`src/rtl/gpio_pkg.sv`:
```
package gpio_pkg;
  localparam int REG_AW = 5;
  localparam logic [REG_AW-1:0] A_RISE_SET = 5'h00;
  localparam logic [REG_AW-1:0] A_RISE_CLR = 5'h04;
  localparam logic [REG_AW-1:0] A_FALL_SET = 5'h08;
  localparam logic [REG_AW-1:0] A_FALL_CLR = 5'h0C;
  localparam logic [REG_AW-1:0] A_STATUS   = 5'h10;

  typedef enum logic [1:0] {
    EDGE_NONE = 2'b00,
    EDGE_RISE = 2'b01,
    EDGE_FALL = 2'b10
  } edge_kind_e;
endpackage

```
`src/rtl/gpio_tick_gen.sv`:
```
module gpio_tick_gen #(
  parameter int DIV = 4
) (
  input  logic clk,
  input  logic rst,
  output logic tick
);
  localparam int CW = (DIV > 1) ? $clog2(DIV) : 1;

  logic [CW-1:0] cnt;

  always_ff @(posedge clk) begin
    if (rst) begin
      cnt <= '0;
    end else if (cnt == CW'(DIV - 1)) begin
      cnt <= '0;
    end else begin
      cnt <= cnt + 1'b1;
    end
  end

  assign tick = !rst && (cnt == CW'(DIV - 1));


  tick_spacing_chk: assert property (@(posedge clk) disable iff (rst)
    tick |=> !tick);
endmodule

```
`src/rtl/gpio_pin_qual.sv`:
```
module gpio_pin_qual #(
  parameter int MIN_TICKS = 2
) (
  input  logic clk,
  input  logic rst,
  input  logic tick,
  input  logic pin_raw,
  output logic level,
  output logic rise,
  output logic fall
);
  localparam int CW = $clog2(MIN_TICKS + 1);

  logic          sync1, sync2;
  logic          last_smp;
  logic [CW-1:0] run_cnt;
  logic [CW-1:0] run_nx;
  logic          valid;
  logic          qualified;

  always_comb begin
    if (sync2 == last_smp && run_cnt != '0) begin
      run_nx = (run_cnt == CW'(MIN_TICKS)) ? run_cnt : run_cnt + 1'b1;
    end else begin
      run_nx = CW'(1);
    end
    qualified = (run_nx >= CW'(MIN_TICKS));
  end

  always_ff @(posedge clk) begin
    if (rst) begin
      sync1    <= 1'b0;
      sync2    <= 1'b0;
      last_smp <= 1'b0;
      run_cnt  <= '0;
      valid    <= 1'b0;
      level    <= 1'b0;
      rise     <= 1'b0;
      fall     <= 1'b0;
    end else begin
      sync1 <= pin_raw;
      sync2 <= sync1;
      rise  <= 1'b0;
      fall  <= 1'b0;
      if (tick) begin
        last_smp <= sync2;
        run_cnt  <= run_nx;
        if (qualified && (!valid || level != sync2)) begin
          level <= sync2;
          valid <= 1'b1;
          rise  <= valid && sync2;
          fall  <= valid && !sync2;
        end
      end
    end
  end


  rise_on_tick_chk: assert property (@(posedge clk) disable iff (rst)
    rise |-> ($past(tick) && level));

  fall_on_tick_chk: assert property (@(posedge clk) disable iff (rst)
    fall |-> ($past(tick) && !level));

  level_hold_chk: assert property (@(posedge clk) disable iff (rst)
    !tick |=> $stable(level));

  one_edge_chk: assert property (@(posedge clk) disable iff (rst)
    $onehot0({rise, fall}));
endmodule

```
`src/rtl/gpio_bank_regs.sv`:
```
module gpio_bank_regs
  import gpio_pkg::*;
#(
  parameter int N_PINS = 16
) (
  input  logic              clk,
  input  logic              rst,
  input  logic [N_PINS-1:0] rise_evt,
  input  logic [N_PINS-1:0] fall_evt,
  input  logic              bank_en,
  input  logic              wr,
  input  logic [REG_AW-1:0] addr,
  input  logic [N_PINS-1:0] wdata,
  output logic [N_PINS-1:0] rdata,
  output logic              irq
);
  logic [N_PINS-1:0] rise_en, fall_en, status;
  logic [N_PINS-1:0] hit, clr_mask, status_nx;

  assign hit       = (rise_evt & rise_en) | (fall_evt & fall_en);
  assign clr_mask  = (wr && addr == A_STATUS) ? wdata : '0;
  assign status_nx = (status & ~clr_mask) | hit;

  always_ff @(posedge clk) begin
    if (rst) begin
      rise_en <= '0;
      fall_en <= '0;
      status  <= '0;
      irq     <= 1'b0;
      rdata   <= '0;
    end else begin
      if (wr) begin
        case (addr)
          A_RISE_SET: rise_en <= rise_en | wdata;
          A_RISE_CLR: rise_en <= rise_en & ~wdata;
          A_FALL_SET: fall_en <= fall_en | wdata;
          A_FALL_CLR: fall_en <= fall_en & ~wdata;
          default: ;
        endcase
      end
      status <= status_nx;
      irq    <= bank_en && (|status);
      case (addr)
        A_RISE_SET, A_RISE_CLR: rdata <= rise_en;
        A_FALL_SET, A_FALL_CLR: rdata <= fall_en;
        A_STATUS:               rdata <= status;
        default:                rdata <= '0;
      endcase
    end
  end


  rise_set_chk: assert property (@(posedge clk) disable iff (rst)
    (wr && addr == A_RISE_SET) |=> ((rise_en & $past(wdata)) == $past(wdata)));

  rise_clr_chk: assert property (@(posedge clk) disable iff (rst)
    (wr && addr == A_RISE_CLR) |=> ((rise_en & $past(wdata)) == '0));

  fall_set_chk: assert property (@(posedge clk) disable iff (rst)
    (wr && addr == A_FALL_SET) |=> ((fall_en & $past(wdata)) == $past(wdata)));

  edge_wins_chk: assert property (@(posedge clk) disable iff (rst)
    (hit != '0) |=> ((status & $past(hit)) == $past(hit)));

  irq_gate_chk: assert property (@(posedge clk) disable iff (rst)
    irq |-> $past(bank_en));
endmodule

```
`src/rtl/gpio_edge_bank.sv`:
```
module gpio_edge_bank
  import gpio_pkg::*;
#(
  parameter int N_PINS    = 16,
  parameter int DIV       = 4,
  parameter int MIN_TICKS = 2
) (
  input  logic              clk,
  input  logic              rst,
  input  logic [N_PINS-1:0] pin_in,
  input  logic              bank_irq_en,
  input  logic              bus_wr,
  input  logic [REG_AW-1:0] bus_addr,
  input  logic [N_PINS-1:0] bus_wdata,
  output logic [N_PINS-1:0] bus_rdata,
  output logic              bank_irq
);
  logic              smp_tick;
  logic [N_PINS-1:0] q_level, q_rise, q_fall;

  gpio_tick_gen #(.DIV(DIV)) u_tick (
    .clk  (clk),
    .rst  (rst),
    .tick (smp_tick)
  );

  for (genvar i = 0; i < N_PINS; i++) begin : g_pin
    gpio_pin_qual #(.MIN_TICKS(MIN_TICKS)) u_qual (
      .clk     (clk),
      .rst     (rst),
      .tick    (smp_tick),
      .pin_raw (pin_in[i]),
      .level   (q_level[i]),
      .rise    (q_rise[i]),
      .fall    (q_fall[i])
    );
  end

  gpio_bank_regs #(.N_PINS(N_PINS)) u_regs (
    .clk      (clk),
    .rst      (rst),
    .rise_evt (q_rise),
    .fall_evt (q_fall),
    .bank_en  (bank_irq_en),
    .wr       (bus_wr),
    .addr     (bus_addr),
    .wdata    (bus_wdata),
    .rdata    (bus_rdata),
    .irq      (bank_irq)
  );


  reset_quiet_chk: assert property (@(posedge clk)
    $past(rst) |-> (!bank_irq && bus_rdata == '0));
endmodule

```
`config.mk`:
```
export PLATFORM = sky130hd
export DESIGN_NAME = gpio_edge_bank
export DESIGN_NICKNAME = d
export VERILOG_FILES = /design/src/rtl/gpio_pkg.sv /design/src/rtl/gpio_tick_gen.sv /design/src/rtl/gpio_pin_qual.sv /design/src/rtl/gpio_bank_regs.sv /design/src/rtl/gpio_edge_bank.sv
export SDC_FILE = /design/constraint.sdc
export NUM_CORES = 1
export LEC_CHECK = 0
export ABC_AREA = 1
export BUFFER_PORTS_ARGS = -buffer_cell sky130_fd_sc_hd__buf_2
export CORE_UTILIZATION = 49
export CTS_BUF_LIST = sky130_fd_sc_hd__clkbuf_4
export DETAILED_ROUTE_END_ITERATION = 8
export PLACE_DENSITY = 0.67
export SKIP_CTS_REPAIR_TIMING = 1
export SLEW_MARGIN = 20
export SYNTH_ARGS = -nofsm -noshare
export SYNTH_HDL_FRONTEND = slang
export SYNTH_SLANG_ARGS = --single-unit
```
`constraint.sdc`:
```
create_clock -name clk -period 1.72 [get_ports clk]
set_clock_uncertainty 0.2 [all_clocks]
set_input_delay 0.258 -clock clk [delete_from_list [all_inputs] [get_ports clk]]
set_output_delay 0.258 -clock clk [all_outputs]
set_load 0.05 [all_outputs]
```
==> results of run 1 <==
-- stage by stage --
step                hold WS [ns]  TNS [ns]  worst slack (ns)
finish                    0.0566         0            0.0236
detailed placement         0.192         0             0.108
global route              0.0221   -0.0326           -0.0293
global placement           0.189         0             0.185
floorplan                  0.165         0             0.293
CTS                       -0.454   -0.0840           -0.0223
-- logic make-up after synthesis --
logic type | count (synthesis) | synth area share
and+or+nand+nor | 488 | 0.246
adders and majority gates | 17 | 0.0256
buffers and inverters | 249 | 0.115
AOI/OAI and AO/OA | 145 | 0.106
DFF | 211 | 0.507
-- cells in the mapped netlist --
cell | instances | share of area
dfxtp_1 | 211 | 0.51
buf_1 | 9 | 0.0041
o211ai_1 | 13 | 0.012
or2_1 | 1 | 0.00075
nand3_4 | 1 | 0.0021
nor2_2 | 11 | 0.0083
a31oi_1 | 19 | 0.014
a21oi_1 | 48 | 0.029
buf_2 | 9 | 0.0054
nor2_4 | 3 | 0.0041
buf_6 | 1 | 0.0014
inv_1 | 208 | 0.094
ha_1 | 17 | 0.026
a22o_1 | 16 | 0.017
nor3_4 | 1 | 0.0020
buf_4 | 2 | 0.0018
nand3_2 | 1 | 0.0012
nand3_1 | 48 | 0.029
clkbuf_1 | 16 | 0.0072
o21ai_0 | 3 | 0.0018
nor2_1 | 146 | 0.066
nand4_1 | 18 | 0.014
nand2_1 | 241 | 0.11
o22ai_1 | 32 | 0.024
o21ai_1 | 14 | 0.0084
nor3_1 | 16 | 0.0096
nand2_2 | 1 | 0.00075
inv_2 | 4 | 0.0018
-- power breakdown --
group	leakage (nW)	switching, mW	internal (mW)
registers	1.71	0.0359	4.97
logic	2.10	0.349	0.234
clock network	0.422	1.90	2.39
total	4.23	2.29	7.60
-- critical path, cell delays in order --
cell and delay [ns]:
dlygate4sd3_1 0.52, buf_2 0.11, buf_4 0.33, nand3_1 0.12
dlygate4sd3_1 0.57, nand2_1 0.06, nor2_1 0.04
-- final cells by class --
type / count / area [sq um] / area share
tap: 220 / 275 / 0.0270
clock inverter: 9 / 60.1 / 0.00588
clock buffer: 86 / 646 / 0.0632
antenna: 1 / 2.50 / 0.000245
multi-input combinational: 650 / 3160 / 0.309
sequential: 211 / 4220 / 0.414
inverter: 212 / 796 / 0.0780
timing repair buffer: 124 / 1050 / 0.102
-- layer usage --
| metal | part of all wire | up-vias | track usage |
|---|---|---|---|
| li1 | - | 3802 | - |
| met4 | 0.018 | 0 | 0.0760 |
| met2 | 0.43 | 183 | 0.297 |
| met5 | 0 | - | 0 |
| met1 | 0.49 | 3203 | 0.269 |
| met3 | 0.052 | 27 | 0.0515 |
-- placed cells by master (no fill, tap or decap), drive strengths merged --
cell type	instances
or2	1
nor3	17
nand4	18
buf	60
inv	212
o211ai	13
a31oi	19
a22o	16
clkbuf	97
nand2	242
o22ai	32
dfxtp	211
bufinv	1
a21oi	48
diode	1
ha	17
nand3	50
o21ai	17
clkinv	8
dlygate4sd3	53
nor2	160
-- worst max-delay path by stage --
| stage | slack (ns) | end | depth (start not counted) |
|---|---|---|---|
| floorplan | 0.29 | g_pin[10].u_qual.run_cnt[0] | 5 |
| global placement | 0.18 | g_pin[1].u_qual.level | 6 |
| detailed placement | 0.11 | g_pin[0].u_qual.level | 6 |
| CTS | -0.02 | bus_rdata[8] | 1 |
| global route | -0.03 | bank_irq | 1 |
| finish | 0.02 | flop | 7 |
==> results.sh, run 1 <==
export IMPL_status="finished, final reports clean"
export IMPL_report_power_total_mw=9.88
export IMPL_wire_per_inst_um=11.7
export IMPL_drtIter0Drc=439
export IMPL_grt_total_usage=0.197
export IMPL_drcViolationCount=0
export IMPL_antenna_left=0
export IMPL_synth_nets=1168
export IMPL_die_y_um=132
export IMPL_dpl_cell_area_sq_um=8910
export IMPL_viasPerCell=4.77
export IMPL_io_pin_count=58
export IMPL_dp_cells=1364
export IMPL_grt_pass1_vias=6208
export IMPL_timing_final_crit_period_ns=1.70
export IMPL_reg2reg_depth=6
export IMPL_hold_viol_final=0
export IMPL_overflow=0
export IMPL_fin_crit_sh=0.986
export IMPL_dieWidth_um=132
export IMPL_grt_max_degree=51
export IMPL_cts_tree="done"
export IMPL_die_area_sq_um=17500
export IMPL_antenna_found_initial=1
export IMPL_path_class="input port to flop"
export IMPL_drv_cap=0
export IMPL_dpl_hpwl_mm=10.9
export IMPL_max_slew_margin_rel=0.623
export IMPL_critPathLaunch="bus_wr"
export IMPL_layout_drive_gt1_share=0.145
export IMPL_fillers=1506
export IMPL_critPathLaunchType="input port"
export IMPL_r2r_end="g_pin[0].u_qual.level"
export IMPL_min_to="u_regs.status[8]"
export IMPL_start_util=0.502
export IMPL_hp_start="bus_addr[4]"
export IMPL_r2r_slack_ns=0.15
export IMPL_final_area_sq_um=10200
export IMPL_htreeDepth=2
export IMPL_p_per_area_nw_per_um2=968
export IMPL_maxSlewViolCount=0
export IMPL_holdPathStages=7
export IMPL_path_max_fanout=32
export IMPL_synth_cell_type_count=28
export IMPL_numCtsBuffers=56
export IMPL_num_vias=7215
export IMPL_vdd_drop_max_mv=0.465
export IMPL_clkSinkCount=211
export IMPL_endpoint_kind="flop"
export IMPL_num_rows=47
export IMPL_worstMarginPinSlew_ns=0.565
export IMPL_core_sq_um=16600
export IMPL_clkLatencyLatePin_ns=0.64
export IMPL_critPathArrivalTime_ns=2.03
export IMPL_cts_buffer_depth=3
export IMPL_yosysWarnings=0
export IMPL_netlist_area_sq_um=8320
export IMPL_p_leak_nw=4.23
export IMPL_syn_mean_instance_area_sq_um=7.50
export IMPL_ys_seq_area_frac=0.507
export IMPL_cts_root_buf="clkbuf_4"
export IMPL_final_nets=1313
export IMPL_final_util=0.616
export IMPL_grt_pass1_wl_mm=28.5
export IMPL_fin_cells=1513
export IMPL_clkSlewWorstSetupHoldPaths_ns=0.06
export IMPL_timing_rr_start="u_tick.cnt[0]"
export IMPL_ys_seq_elements=211
export IMPL_area_delta_synth_final_pct=22.6
export IMPL_cp_required_ns=2.05
export IMPL_final_setup_viol_count=0
export IMPL_syn_inst=1110
export IMPL_wl_mm=17.8
export IMPL_gp_congestion=0.799
export IMPL_min_path_type="input port to flop"
export IMPL_first_pass_iters=5
export IMPL_fmax_mhz=589
export IMPL_io_buffer_count=57
No activity file was read; power rests on OpenSTA's default activity.
==> run 2: changes to the inputs <==
Settings changed: CORE_ASPECT_RATIO set to 0.8, RECOVER_POWER set to 50.
==> results.sh, run 2 (same netlist as run 1, synthesis figures left out) <==
export IMPL_num_rows=42
export IMPL_endpoint_kind="primary output"
export IMPL_drcViolationCount=0
export IMPL_num_vias=7114
export IMPL_final_util=0.605
export IMPL_multi_input_area_sq_um=3130
export IMPL_cp_required_ns=1.26
export IMPL_fin_crit_sh=0.968
export IMPL_viasPerCell=4.75
export IMPL_seq_area_sq_um=4220
export IMPL_worst_hold_slack_ns=-0.0151
export IMPL_first_pass_iters=7
export IMPL_path_class="flop to primary output"
export IMPL_area_delta_synth_final_pct=20.2
export IMPL_fillers=1542
export IMPL_crit_family="flip-flops"
export IMPL_grt_total_usage=0.202
export IMPL_violations="negative hold slack"
export IMPL_timing_final_crit_period_ns=1.66
export IMPL_status="complete, but fails checks"
export IMPL_drtIter0Drc=453
export IMPL_numCtsBuffers=51
export IMPL_clkSlewWorstSetupHoldPaths_ns=0.06
export IMPL_layout_commonest_cell="nand2_1"
export IMPL_vdd_drop_max_mv=0.415
export IMPL_p_leak_nw=4.13
export IMPL_max_slew_margin_rel=0.665
export IMPL_final_nets=1304
export IMPL_dieWidth_um=148
export IMPL_clkLatencyLatePin_ns=0.64
export IMPL_core_sq_um=16600
export IMPL_grt_pass1_vias=6121
export IMPL_dpl_hpwl_mm=11.2
export IMPL_antenna_found_initial=0
export IMPL_wire_per_inst_um=12.0
export IMPL_cts_root_buf="clkbuf_4"
export IMPL_maxSlewViolCount=0
export IMPL_grt_pass1_wl_mm=28.7
export IMPL_gp_congestion=0.762
export IMPL_die_area_sq_um=17500
export IMPL_drv_cap=0
export IMPL_start_util=0.503
export IMPL_hold_viol_final=3
export IMPL_die_y_um=119
export IMPL_crit_slowest_cell="dfxtp_1"
export IMPL_critPathLaunchType="flop"
export IMPL_crit_buf_inv=1
export IMPL_clkSinkCount=211
export IMPL_io_buffer_count=57
export IMPL_final_area_sq_um=10000
export IMPL_wl_mm=18.0
export IMPL_worstMarginPinSlew_ns=0.502
export IMPL_min_path_type="input port to flop"
export IMPL_cts_buffer_depth=3
export IMPL_p_per_area_nw_per_um2=948
export IMPL_layout_drive_gt1_share=0.127
export IMPL_diodes=0
export IMPL_htreeDepth=2
export IMPL_overflow=0
export IMPL_final_setup_viol_count=0
export IMPL_antenna_left=0
export IMPL_cp_slowest_stage_delay_ns=0.34
export IMPL_io_pin_count=58
export IMPL_fmax_mhz=601
export IMPL_critPathArrivalTime_ns=1.21
export IMPL_cts_tree="done"
export IMPL_grt_max_degree=76
export IMPL_cp_cell_sequence="clkbuf_4"
export IMPL_dpl_cell_area_sq_um=8920
export IMPL_final_cell_mix="nand2_1 (240), dfxtp_1 (211), inv_1 (208), nor2_1 (147), clkbuf_4 (77)"
export IMPL_path_max_fanout=1
[run 2: changes by cell type in the layout (fill, tap and decap cells not counted), moves of 3 or more]
cell / before / now
clkbuf_4: 97 / 77
nor2_1: 140 / 147
nor2_2: 17 / 11
clkbuf_1: 0 / 5
dlygate4sd3_1: 53 / 48
buf_2: 42 / 46
buf_4: 11 / 7
clkinv_1: 8 / 11
[run 2: power by group]
part	switching, mW	internal [mW]	leakage (nW)
logic	0.349	0.230	2.06
clock network	1.87	2.03	0.362
registers	0.0359	4.97	1.71
total	2.26	7.23	4.13
[run 2: path summary, 6_finish.rpt]
kind                          startpoint                     end  slack (ns)  cells after the start
hold reg to reg   g_pin[15].u_qual.sync1  g_pin[15].u_qual.sync2        0.20                      2
setup / recovery         u_regs.rdata[3]            bus_rdata[3]        0.06                      1
hold / removal               bus_addr[3]                    flop       -0.02                      6
setup reg to reg           u_tick.cnt[0]    g_pin[6].u_qual.fall        0.13                      6
[run 2: metal layers]
layer / global-route usage / share of wire
met1: 0.295 / 0.51
met2: 0.283 / 0.40
met3: 0.0483 / 0.068
met4: 0.0793 / 0.021
met5: 0 / 0
[run 2: through the flow]
| step | worst slack, ns | power, mW | hold WS, ns | instances | TNS [ns] |
|---|---|---|---|---|---|
| after global placement | 0.153 | 5.61 | 0.189 | 1365 | 0 |
| after global routing | -0.00122 | 9.97 | -0.000841 | 1497 | -0.00143 |
| final | 0.0556 | 9.49 | -0.0151 | 1497 | 0 |
| after floorplan | 0.293 | 5.43 | 0.165 | 1110 | 0 |
| after detailed placement | 0.140 | 5.62 | 0.193 | 1365 | 0 |
| after CTS | -0.0260 | 9.54 | -0.429 | 1449 | -0.0365 |
[run 2: cell type report]
class,count,share of cell area
flip-flops and latches,211,0.422
multi-input cells,650,0.313
repair buffers,120,0.0971
inverters,212,0.0795
clock buffers,71,0.0532
well taps,220,0.0275
clock inverters,13,0.00750
